**config.mk**
```make
export PLATFORM = sky130hd
export DESIGN_NAME = conv_enc_r2
export DESIGN_NICKNAME = d
export VERILOG_FILES = /design/src/rtl/conv_enc_pkg.sv /design/src/rtl/conv_state.sv /design/src/rtl/conv_parity.sv /design/src/rtl/sym_serializer.sv /design/src/rtl/conv_enc_r2.sv
export SDC_FILE = /design/constraint.sdc
export NUM_CORES = 1
export LEC_CHECK = 0
export BUFFER_PORTS_ARGS = -buffer_cell sky130_fd_sc_hd__buf_4
export CORE_MARGIN = 3
export CORE_UTILIZATION = 30
export CTS_BUF_LIST = sky130_fd_sc_hd__clkbuf_16
export DETAILED_ROUTE_END_ITERATION = 16
export GPL_TIMING_DRIVEN = 0
export MAX_ROUTING_LAYER = met4
export PLACE_DENSITY = 0.56
export SETUP_SLACK_MARGIN = 0.05
export SLEW_MARGIN = 20
export SYNTH_ARGS = -nofsm -noshare
export SYNTH_HDL_FRONTEND = slang
export SYNTH_SLANG_ARGS = --single-unit
```
**constraint.sdc**
```tcl
create_clock -name clk_i -period 2.8 [get_ports clk_i]
set_clock_uncertainty 0.1 [all_clocks]
set_input_delay 0.14 -clock clk_i [delete_from_list [all_inputs] [get_ports clk_i]]
set_output_delay 0.14 -clock clk_i [all_outputs]
set_load 0.005 [all_outputs]
```
**src/rtl/conv_enc_pkg.sv**
```systemverilog
package conv_enc_pkg;
  localparam int unsigned CONSTR_LEN  = 9;
  localparam int unsigned SYM_PER_BIT = 2;
  typedef logic [CONSTR_LEN-1:0] gen_t;
  // MSB taps the newest bit, LSB the oldest stored bit
  localparam gen_t GEN_C0 = 9'o753;
  localparam gen_t GEN_C1 = 9'o561;
endpackage

```
**src/rtl/conv_state.sv**
```systemverilog
module conv_state #(
  parameter int unsigned K = 9
) (
  input  logic         clk_i,
  input  logic         rst_ni,
  input  logic         shift_i,
  input  logic         bit_i,
  output logic [K-1:0] window_o
);
  localparam int unsigned MW = K - 1;

  logic [MW-1:0] mem_q;

  always_ff @(posedge clk_i or negedge rst_ni) begin
    if (!rst_ni)      mem_q <= '0;
    else if (shift_i) mem_q <= window_o[K-1:1];
  end

  assign window_o = {bit_i, mem_q};


  state_hold_chk: assert property (@(posedge clk_i) disable iff (!rst_ni)
    !shift_i |=> $stable(mem_q));

  state_shift_chk: assert property (@(posedge clk_i) disable iff (!rst_ni)
    shift_i |=> mem_q[MW-1] == $past(bit_i));
endmodule

```
**src/rtl/conv_parity.sv**
```systemverilog
module conv_parity #(
  parameter int unsigned K   = 9,
  parameter logic [K-1:0] GEN = '1
) (
  input  logic [K-1:0] window_i,
  output logic         par_o
);
  assign par_o = ^(window_i & GEN);
endmodule

```
**src/rtl/sym_serializer.sv**
```systemverilog
module sym_serializer #(
  parameter int unsigned NUM_SYM = 2
) (
  input  logic               clk_i,
  input  logic               rst_ni,
  input  logic               load_i,
  input  logic [NUM_SYM-1:0] syms_i,
  output logic               ready_o,
  output logic               sym_o,
  output logic               valid_o
);
  localparam int unsigned CW = $clog2(NUM_SYM + 1);

  logic [NUM_SYM-1:0] buf_q;
  logic [CW-1:0]      rem_q;
  logic               sym_q, valid_q;

  always_ff @(posedge clk_i or negedge rst_ni) begin
    if (!rst_ni) begin
      buf_q   <= '0;
      rem_q   <= '0;
      sym_q   <= 1'b0;
      valid_q <= 1'b0;
    end else if (load_i) begin
      sym_q   <= syms_i[0];
      buf_q   <= {1'b0, syms_i[NUM_SYM-1:1]};
      rem_q   <= CW'(NUM_SYM - 1);
      valid_q <= 1'b1;
    end else if (rem_q != '0) begin
      sym_q   <= buf_q[0];
      buf_q   <= {1'b0, buf_q[NUM_SYM-1:1]};
      rem_q   <= rem_q - CW'(1);
      valid_q <= 1'b1;
    end else begin
      valid_q <= 1'b0;
    end
  end

  assign ready_o = (rem_q == '0);
  assign sym_o   = sym_q;
  assign valid_o = valid_q;


  sym_after_load_chk: assert property (@(posedge clk_i) disable iff (!rst_ni)
    load_i |=> valid_o && !ready_o);

  busy_shows_sym_chk: assert property (@(posedge clk_i) disable iff (!rst_ni)
    !ready_o |-> valid_o);

  no_load_busy_chk: assert property (@(posedge clk_i) disable iff (!rst_ni)
    load_i |-> ready_o);

  second_sym_chk: assert property (@(posedge clk_i) disable iff (!rst_ni)
    (!ready_o && !load_i) |=> valid_o && sym_o == $past(buf_q[0]));
endmodule

```
**src/rtl/conv_enc_r2.sv**
```systemverilog
module conv_enc_r2
  import conv_enc_pkg::*;
#(
  parameter int unsigned  K  = CONSTR_LEN,
  parameter logic [K-1:0] G0 = GEN_C0,
  parameter logic [K-1:0] G1 = GEN_C1
) (
  input  logic clk_i,
  input  logic rst_ni,
  input  logic in_valid_i,
  input  logic in_bit_i,
  output logic in_ready_o,
  output logic sym_o,
  output logic sym_valid_o
);
  localparam int unsigned NS = SYM_PER_BIT;
  localparam logic [NS-1:0][K-1:0] GENS = {G1, G0};

  logic         accept;
  logic [K-1:0] window;
  logic [NS-1:0] syms;

  assign accept = in_valid_i && in_ready_o;

  conv_state #(.K(K)) u_state (
    .clk_i   (clk_i),
    .rst_ni  (rst_ni),
    .shift_i (accept),
    .bit_i   (in_bit_i),
    .window_o(window)
  );

  for (genvar g = 0; g < NS; g++) begin : g_par
    conv_parity #(.K(K), .GEN(GENS[g])) u_par (
      .window_i(window),
      .par_o   (syms[g])
    );
  end

  sym_serializer #(.NUM_SYM(NS)) u_ser (
    .clk_i  (clk_i),
    .rst_ni (rst_ni),
    .load_i (accept),
    .syms_i (syms),
    .ready_o(in_ready_o),
    .sym_o  (sym_o),
    .valid_o(sym_valid_o)
  );


  b2b_accept_chk: assert property (@(posedge clk_i) disable iff (!rst_ni)
    (sym_valid_o && in_ready_o && in_valid_i) |=> sym_valid_o);

  idle_quiet_chk: assert property (@(posedge clk_i) disable iff (!rst_ni)
    (in_ready_o && !in_valid_i) |=> !sym_valid_o);
endmodule

```
### Word-level counts from Yosys, hierarchy flattened

Cells that the tools add are included.
Widths: inputs -> output; s select.

| operators by class | value |
|---|---|
| shift operators | 0 |
| bitwise operators | 0 |
| $add $sub $neg | 1 |
| div/mod/pow operators | 0 |
| $lt $le $gt $ge | 0 |
| multiply operators | 0 |
| reductions and logical operators | 6 |
| equal/unequal tests | 0 |
| mux-type cells | 8 |

Operators with widths:

| kind | number |
|---|---|
| $reduce_xor 9->1 | 2 |
| $mux 2 | 4 |
| $mux 1 | 4 |
| $reduce_bool 2->1 | 2 |
| $logic_not 2->1 | 1 |
| $sub 2x1->2 const B | 1 |
| $logic_and 1x1->1 | 1 |

| storage, ports and cells | value |
|---|---|
| RAM bits | 0 |
| bits in read-only memories | 0 |
| input bits | 4 |
| bits in latches | 0 |
| flip-flop bits (word level) | 14 |
| memories | 0 |

### Depth between registers and ports, before layout

Gate-level depths: netlist of the first run.

| depth | value |
|---|---|
| word-level depth | 3 |
| gate-level depth with buffers | 3 |
| gate-level depth less buffers | 3 |

### By module

A second synthesis of the first run with hierarchy kept.

| second synthesis, totals | value |
|---|---|
| cell total of the unflattened synthesis | 45 |
| area total of the unflattened synthesis | 659.4 µm² |

Modules (own cells, without submodules):

| module | times used | area an instance (µm²) | cells each | sequential area each (µm²) |
|---|---|---|---|---|
| conv_state | 1 | 339.1 | 18 | 200.2 |
| sym_serializer | 1 | 211.5 | 19 | 125.1 |
| conv_parity at g_par[0].u_par | 1 | 62.6 | 4 | 0.0 |
| conv_parity at g_par[1].u_par | 1 | 40.0 | 3 | 0.0 |
| conv_enc_r2 | 1 | 6.3 | 1 | 0.0 |

### Least setup slack after synthesis of the first run

Ideal clock, no wire load.

| timing | value |
|---|---|
| path kind | flip-flop to flip-flop |
| start point | register u_state.mem_q[5] |
| end point | register u_ser.sym_q (netlist: u_ser.sym_o) |
| data arrival time | 1085 ps |
| cell stages (with the launch flop) | 4 |
| path slack | 1538 ps |
| buffers on the path | 0 |
| path through | dfrtp_1 -> xnor2_2 -> xnor3_1 -> o21ai_1 |

| on the way | value |
|---|---|
| cells in the longest elaborated chain, start to end | 2 |

Ends and longest elaborated chain:

| item | line | source |
|---|---|---|
| start: declaration | conv_state.sv:12 | `logic [MW-1:0] mem_q;` |
| start signal: assignment | conv_state.sv:16 | `else if (shift_i) mem_q <= window_o[K-1:1];` |
| $reduce_xor 9->1 | conv_parity.sv:8 | `assign par_o = ^(window_i & GEN);` |
| $mux 1 | sym_serializer.sv:24 | `end else if (load_i) begin` |
| end signal: assignment | sym_serializer.sv:25 | `sym_q <= syms_i[0];` |
| end signal: assignment | sym_serializer.sv:30 | `sym_q <= buf_q[0];` |
| end: declaration | sym_serializer.sv:16 | `logic sym_q, valid_q;` |

No other way between the ends.
A chain may end at the register's enable or synchronous reset.

### Worst setup path in the final report of the first run

Same ends and word-level chain as after synthesis.

==> results of run 1 <==
## path summary, 6_finish.rpt
check	endpoint	cells after the start
min	u_ser.valid_o$_DFF_PN0_	2
min reg2reg	u_state.mem_q[2]$_DFFE_PN0P_	1
max reg2reg	u_ser.sym_o$_DFFE_PN0P_	3
min in group asynchronous	u_state.mem_q[4]$_DFFE_PN0P_	2
max	u_ser.sym_o$_DFFE_PN0P_	3
max in group asynchronous	u_state.mem_q[3]$_DFFE_PN0P_	2
## power by group through the flow
stage	Sequential (mW)	Clock (mW)	Combinational [mW]
2_1_floorplan	0.289	0	0.210
3_3_place_gp	0.299	0	0.249
3_5_place_dp	0.300	0	0.256
4_1_cts	0.299	0.267	0.259
5_1_grt	0.306	0.279	0.271
6_report	0.297	0.257	0.251
## per-stage QoR
stage,hold WS [ns],std cells,area [µm²]
after global routing,0.0514,73,753
final,0.0378,73,753
after detailed placement,-0.107,68,664
after global placement,-0.107,68,664
after CTS,0.0335,73,753
after floorplan,-0.256,37,588
## per-layer routing
layer / vias to the layer above / track usage [%] / part of all wire [%]
li1: 152 / - / -
met3: 2 / 4.45 / 3.6
met5: - / - / 0
met1: 152 / 9.91 / 49
met4: 0 / 4.15 / 1.7
met2: 3 / 11.3 / 46
## sequential cells by signal, indices dropped and copies added, names as in the netlist
register       flops
u_ser.buf_q        1
u_ser.rem_q        2
u_state.mem_q      8
u_ser.valid_o      1
u_ser.sym_o        1
## layout make-up
class                           count  area (µm²)  area share [%]
Sequential cell                    13         325            43.2
Multi-Input combinational cell     24         263            34.9
Clock buffer                        3        75.1            9.97
Timing Repair Buffer                7        55.1            7.31
Tap cell                           25        31.3            4.15
Clock inverter                      1        3.75           0.498
## layout by cell type (no fill, tap or decap)
| master | instances |
|---|---|
| or3_1 | 1 |
| clkbuf_16 | 3 |
| nor2_1 | 2 |
| xnor3_1 | 2 |
| mux2i_1 | 1 |
| xnor2_2 | 2 |
| dlygate4sd3_1 | 1 |
| nand3b_1 | 1 |
| mux2_2 | 8 |
| inv_1 | 1 |
| and2_1 | 1 |
| nor2b_1 | 1 |
| o21ai_1 | 2 |
| nand2_2 | 1 |
| buf_4 | 6 |
| nor2_4 | 1 |
| dfrtp_1 | 13 |
| xor3_1 | 1 |
## worst max-delay path, delay by kind of cell, from the launching register on
| family | cells | cell delay (ns) |
|---|---|---|
| AO/OA/AOI/OAI | 1 | 0.13 |
| flip-flops | 1 | 0.41 |
| XOR/XNOR | 2 | 0.63 |
## cell families after synthesis
group	after synthesis	synth area share [%]
multiplexers	9	17.0
XOR/XNOR	5	17.2
flip-flops	13	55.3
AO/OA/AOI/OAI	2	1.70
AND/OR/NAND/NOR	8	8.73
==> impl_metrics.env, run 1 <==
export IMPL_synth_edf_count=0
export IMPL_holdCritStartpoint="in_valid_i"
export IMPL_r2r_start="u_state.mem_q[5]$_DFFE_PN0P_"
export IMPL_antenna_found_initial=0
export IMPL_fillers=168
export IMPL_cp_data_arrival_time_ns=1.41
export IMPL_pwr_share_seq_pct=36.9
export IMPL_max_slew_margin_pct=84.2
export IMPL_yosys_top_cells_area="dfrtp_1 (55%), mux2_2 (15%), xnor3_1 (7.7%)"
export IMPL_p_leak_nw=0.358
export IMPL_setup_viol=0
export IMPL_avgSynthCellArea_um2=15.9
export IMPL_tightest_slew_ns=0.236
export IMPL_critical_path_max_stage_delay_ns=0.42
export IMPL_hold_buffers=1
export IMPL_ys_flop_type="dfrtp_1"
export IMPL_slew_violations=0
export IMPL_vias=309
export IMPL_max_freq_mhz=739
export IMPL_tns_ns=0
export IMPL_drtIter0Drc=1
export IMPL_crit_fanout=3
export IMPL_crit_slowest_cell="xnor3_1"
export IMPL_required_ns=2.86
export IMPL_grt_usage_pct=8.33
export IMPL_rsz0062_at_grt="false"
export IMPL_synth_top_cell_by_area="dfrtp_1"
export IMPL_area_growth_pct=28.1
export IMPL_post_cts_buffers=0
export IMPL_crit_start="u_state.mem_q[5]$_DFFE_PN0P_"
export IMPL_rrSetupSlack_ns=1.45
export IMPL_clk_root_buffer_cell="clkbuf_16"
export IMPL_clkTransAtPathRegs_ns=0.04
export IMPL_fp_row_count=15
export IMPL_grt_pass1_vias=337
export IMPL_final_core_util_pct=42.2
export IMPL_ir_drop_mv=0.611
export IMPL_p_per_area_nw_per_um2=1070
export IMPL_grt_pass1_wl_mm=1.50
export IMPL_vias_per_cell=4.23
export IMPL_async_reset_ff_share_pct=100
export IMPL_grt_max_degree=14
export IMPL_dp_hpwl_um=630
export IMPL_p_int_mw=0.618
export IMPL_gp_congestion=0.685
export IMPL_cap_viol_max_count=0
export IMPL_synth_seq_cells=13
export IMPL_synth_cell_type_count=14
export IMPL_design_final_nets=53
export IMPL_ant_nets=0
export IMPL_synthTopCellsByCount="dfrtp_1 (13), mux2_2 (8)"
export IMPL_start_kind="register"
export IMPL_min_path_type="primary input to register"
export IMPL_syn_nets=41
export IMPL_cp_end_kind="register"
export IMPL_drive_above_1_share_pct=43.8
export IMPL_syn_area_um2=588
export IMPL_crit_type="register to register"
export IMPL_fin_ws_ns=1.45
export IMPL_insertedDiodeCount=0
export IMPL_cts_made_buffers=3
export IMPL_yosysTopAreaCellShare_pct=55.3
export IMPL_synth_most_common_cell="dfrtp_1"
export IMPL_design_core_area_um2=1780
export IMPL_die_w_um=50.3
export IMPL_initial_core_util_pct=33.0
export IMPL_netlist_instances=37
export IMPL_wl_per_cell_um=11.6
export IMPL_finalCritPeriodShare_pct=48.3
export IMPL_wl_um=845
export IMPL_cts_tree="yes"
export IMPL_clk_latency_ns=0.24
export IMPL_status="finished clean"
export IMPL_crit_path_cell_trace="xnor2_2, xnor3_1, o21ai_1"
export IMPL_io_pins=7
export IMPL_htree_levels=1
export IMPL_cts_resized=0
export IMPL_die_area_um2=2530
export IMPL_p_sw_share_pct=23.2
export IMPL_cts_num_sinks=13
export IMPL_yosys_warnings=0
export IMPL_pwr_share_comb_pct=31.2
export IMPL_dr_pass1_iters=4
export IMPL_grt_overflow=0
export IMPL_cts_buffer_depth=2
export IMPL_power_frac_clock_pct=31.9
export IMPL_seq_area_frac_synth_pct=55.3
export IMPL_die_height_um=50.3
export IMPL_total_power_mw=0.805
export IMPL_portBuffers=6
export IMPL_p_switching_mw=0.186
export IMPL_dp_slack_ns=1.43
export IMPL_drcViolationCount=0
export IMPL_hold_violations=0
export IMPL_fin_crit_ns=1.35
No activity file was read; power rests on OpenSTA's default activity.
==> run 2: changes to the inputs <==
--- a/config.mk
+++ b/config.mk
@@ -5,6 +5,7 @@
 export SDC_FILE = /design/constraint.sdc
 export NUM_CORES = 1
 export LEC_CHECK = 0
+export ABC_AREA = 1
 export BUFFER_PORTS_ARGS = -buffer_cell sky130_fd_sc_hd__buf_4
 export CORE_MARGIN = 3
 export CORE_UTILIZATION = 30
@@ -12,7 +13,7 @@
 export DETAILED_ROUTE_END_ITERATION = 16
 export GPL_TIMING_DRIVEN = 0
 export MAX_ROUTING_LAYER = met4
-export PLACE_DENSITY = 0.56
+export PLACE_DENSITY = 0.55
 export SETUP_SLACK_MARGIN = 0.05
 export SLEW_MARGIN = 20
 export SYNTH_ARGS = -nofsm -noshare
==> constraint.sdc (replaced) <==
create_clock -name clk_i -period 1.4 [get_ports clk_i]
set_clock_uncertainty 0.1 [all_clocks]
set_input_delay 0.07 -clock clk_i [delete_from_list [all_inputs] [get_ports clk_i]]
set_output_delay 0.07 -clock clk_i [all_outputs]
set_load 0.005 [all_outputs]
==> run 2 against run 1 <==
Clock power is 110% higher. Synthesized cell count is 150% higher. Wire length is 50% higher. Flip-flop and latch count stayed put. Critical path depth is 6 higher. Sequential share of layout area is 6.6 points lower. Fmax is 12% higher. First-iteration DRC count grew to 7.0 times the previous value. Power is 150% higher. Register-to-register slack worse by 1.3 ns. Global-route usage is 2.8 points higher. Die area is 18% higher. Critical path type unchanged. Critical endpoint unchanged. Largest cell class unchanged. Largest power group is now combinational logic. Highest routed layer unchanged.
==> impl_metrics.env, run 2 <==
export IMPL_status="finished clean"
export IMPL_gp_congestion=0.763
export IMPL_grt_usage_pct=11.2
export IMPL_cts_num_sinks=13
export IMPL_hold_ws_ns=0.0780
export IMPL_crit_family="simple AND/OR/NAND/NOR gates"
export IMPL_portBuffers=6
export IMPL_cp_data_arrival_time_ns=1.24
export IMPL_grt_max_degree=14
export IMPL_fin_area_um2=888
export IMPL_die_height_um=54.7
export IMPL_synthTopCellsByCount="nand2_1 (35), dfrtp_1 (13), inv_1 (9), o21ai_1 (7), nand3_1 (6)"
export IMPL_min_path_type="primary input to register"
export IMPL_tightest_slew_ns=0.206
export IMPL_crit_path_cell_trace="buf_6, nand2_1, inv_1, nor2_1, nand2_1, nand2_1, nand2_1, nand3_1, nand2_1"
export IMPL_wl_mm=1.27
export IMPL_layout_common_cells="nand2_1 (35), dfrtp_1 (13), inv_1 (10)"
export IMPL_final_common_cell="nand2_1"
export IMPL_cts_resized=0
export IMPL_clk_root_buffer_cell="clkbuf_16"
export IMPL_async_reset_ff_share_pct=100
export IMPL_post_cts_buffers=0
export IMPL_grt_pass1_vias=502
export IMPL_netlist_instances=91
export IMPL_cp_end_kind="register"
export IMPL_top_layer_used="met4"
export IMPL_crit_start="u_state.mem_q[6]$_DFFE_PN0P_"
export IMPL_hold_path_depth=4
export IMPL_synth_seq_cells=13
export IMPL_regMostFlops="u_state.mem_q"
export IMPL_crit_type="register to register"
export IMPL_hold_end="u_ser.buf_q[0]$_DFFE_PN0P_"
export IMPL_die_w_um=54.7
export IMPL_die_area_um2=2990
export IMPL_synth_most_common_cell="nand2_1"
export IMPL_critical_path_max_stage_delay_ns=0.37
export IMPL_fillers=212
export IMPL_initial_core_util_pct=33.8
export IMPL_rsz0062_at_grt="false"
export IMPL_drtIter0Drc=7
export IMPL_design_core_area_um2=2100
export IMPL_antenna_found_initial=0
export IMPL_max_freq_mhz=825
export IMPL_reg2reg_to="u_ser.sym_o$_DFFE_PN0P_"
export IMPL_rr_worst_depth=9
export IMPL_yosys_top_cells_area="dfrtp_1 (46%), nand2_1 (18%), o21ai_1 (4.9%)"
export IMPL_synth_top_cell_by_area="dfrtp_1"
export IMPL_seq_area_frac_synth_pct=45.8
export IMPL_holdCritStartpoint="in_bit_i"
export IMPL_p_per_area_nw_per_um2=2240
export IMPL_design_final_nets=108
export IMPL_crit_fanout=6
export IMPL_fp_row_count=16
export IMPL_crit_slowest_cell="dfrtp_1"
export IMPL_yosysTopAreaCellShare_pct=45.8
export IMPL_max_slew_margin_pct=86.3
export IMPL_dr_pass1_iters=4
export IMPL_syn_nets=95
export IMPL_setup_viol=0
export IMPL_rrSetupSlack_ns=0.19
export IMPL_critPathBufInv=2
export IMPL_crit_top_cell="nand2_1"
export IMPL_grt_pass1_wl_mm=2.22
export IMPL_dp_hpwl_um=924
export IMPL_ant_nets=0
export IMPL_synth_edf_count=0
export IMPL_ir_drop_mv=0.877
export IMPL_vias_per_cell=4.39
export IMPL_p_leak_nw=0.482
export IMPL_io_pins=7
export IMPL_ys_flop_type="dfrtp_1"
export IMPL_clk_latency_ns=0.24
export IMPL_wl_met3_um=21
export IMPL_yosys_warnings=0
export IMPL_syn_area_um2=711
export IMPL_cts_made_buffers=3
export IMPL_cap_viol_max_count=0
export IMPL_grt_overflow=0
export IMPL_cts_buffer_depth=2
export IMPL_insertedDiodeCount=0
export IMPL_htree_levels=1
export IMPL_drcViolationCount=0
export IMPL_avgSynthCellArea_um2=7.81
export IMPL_largest_reg_flops=8
export IMPL_reg_largest_list="u_state.mem_q x8, u_ser.rem_q x2"
export IMPL_wl_per_cell_um=9.74
export IMPL_r2r_start="u_state.mem_q[6]$_DFFE_PN0P_"
export IMPL_cts_tree="yes"
export IMPL_fin_crit_ns=1.21
export IMPL_wl_met2_um=559
export IMPL_area_growth_pct=25.0
export IMPL_finalCritPeriodShare_pct=86.6
export IMPL_wl_met1_um=651
export IMPL_synth_cell_type_count=17
export IMPL_slew_violations=0
export IMPL_place_area_um2=790
export IMPL_vias=571
export IMPL_start_kind="register"
export IMPL_required_ns=1.43
export IMPL_drive_above_1_share_pct=20.4
export IMPL_tns_ns=0
export IMPL_hold_violations=0
export IMPL_clkTransAtPathRegs_ns=0.05
-- run 2: cell count changes after synthesis, moves of 3 or more --
cell / change
mux2_2: -8
o21ai_1: +5
nand2_1: +35
nand3_1: +6
inv_2: +3
inv_1: +9
-- run 2: worst reg2reg max path: stages, from the launching register on --
cell and delay, ns:
dfrtp_1 0.37, buf_6 0.13, nand2_1 0.07, inv_1 0.04, nor2_1 0.08, nand2_1 0.07, nand2_1 0.06, nand2_1 0.05
nand3_1 0.08, nand2_1 0.05
-- run 2: area by class of cell --
cell class,instances,area [µm²],share of cell area (%)
clock inverters,1,3.75,0.423
inverters,13,62.6,7.04
clock buffers,3,75.1,8.45
plain buffers,3,26.3,2.96
multi-input cells,62,297,33.4
flip-flops and latches,13,325,36.6
repair buffers,8,65.1,7.32
well taps,27,33.8,3.80
-- run 2: timing repair --
item | 4_1_cts | 5_1_grt
endpoints found under the setup margin | 0 | 0
endpoints found under the hold margin | 14 | 0
hold buffers | 2 | 0
-- run 2: power breakdown --
part | internal [mW] | switching (mW) | leakage, nW
registers | 0.520 | 0.104 | 0.167
clock network | 0.376 | 0.156 | 0.0423
logic | 0.381 | 0.455 | 0.273
total | 1.28 | 0.715 | 0.482
-- run 2: how the worst max path moves through the flow --
| stage | to | slack, ns | cells after the start |
|---|---|---|---|
| after floorplan | u_ser.sym_o$_DFFE_PN0P_ | 0.28 | 9 |
| after global placement | u_ser.sym_o$_DFFE_PN0P_ | 0.21 | 9 |
| after detailed placement | u_ser.sym_o$_DFFE_PN0P_ | 0.21 | 9 |
| after CTS | u_ser.sym_o$_DFFE_PN0P_ | 0.19 | 9 |
| after global routing | u_ser.sym_o$_DFFE_PN0P_ | 0.06 | 8 |
| final | u_ser.sym_o$_DFFE_PN0P_ | 0.19 | 9 |
-- run 2: metrics by stage --
stage	cells	setup WS (ns)	utilization, %	power, mW
5_1_grt	130	0.0635	42.3	2.16
2_1_floorplan	91	0.276	-	1.27
3_3_place_gp	124	0.212	37.6	1.44
6_report	130	0.188	42.3	1.99
3_5_place_dp	124	0.208	37.6	1.46
4_1_cts	130	0.187	42.3	2.01
-- run 2: cells by family (layout without fill, tap and decap cells) --
| logic type | after synthesis | after routing | synth area share [%] |
|---|---|---|---|
| buffers and inverters | 16 | 28 | 12.5 |
| xor gates and xnor gates | 4 | 4 | 4.93 |
| DFF | 13 | 13 | 45.8 |
| and+or+nand+nor | 49 | 49 | 29.6 |
| AOI/OAI and AO/OA | 9 | 9 | 7.22 |
-- run 2: metal layers --
metal,vias up,global-route usage (%)
met2,4,14.8
met3,4,2.45
li1,299,-
met1,264,14.5
met5,-,-
met4,0,8.71
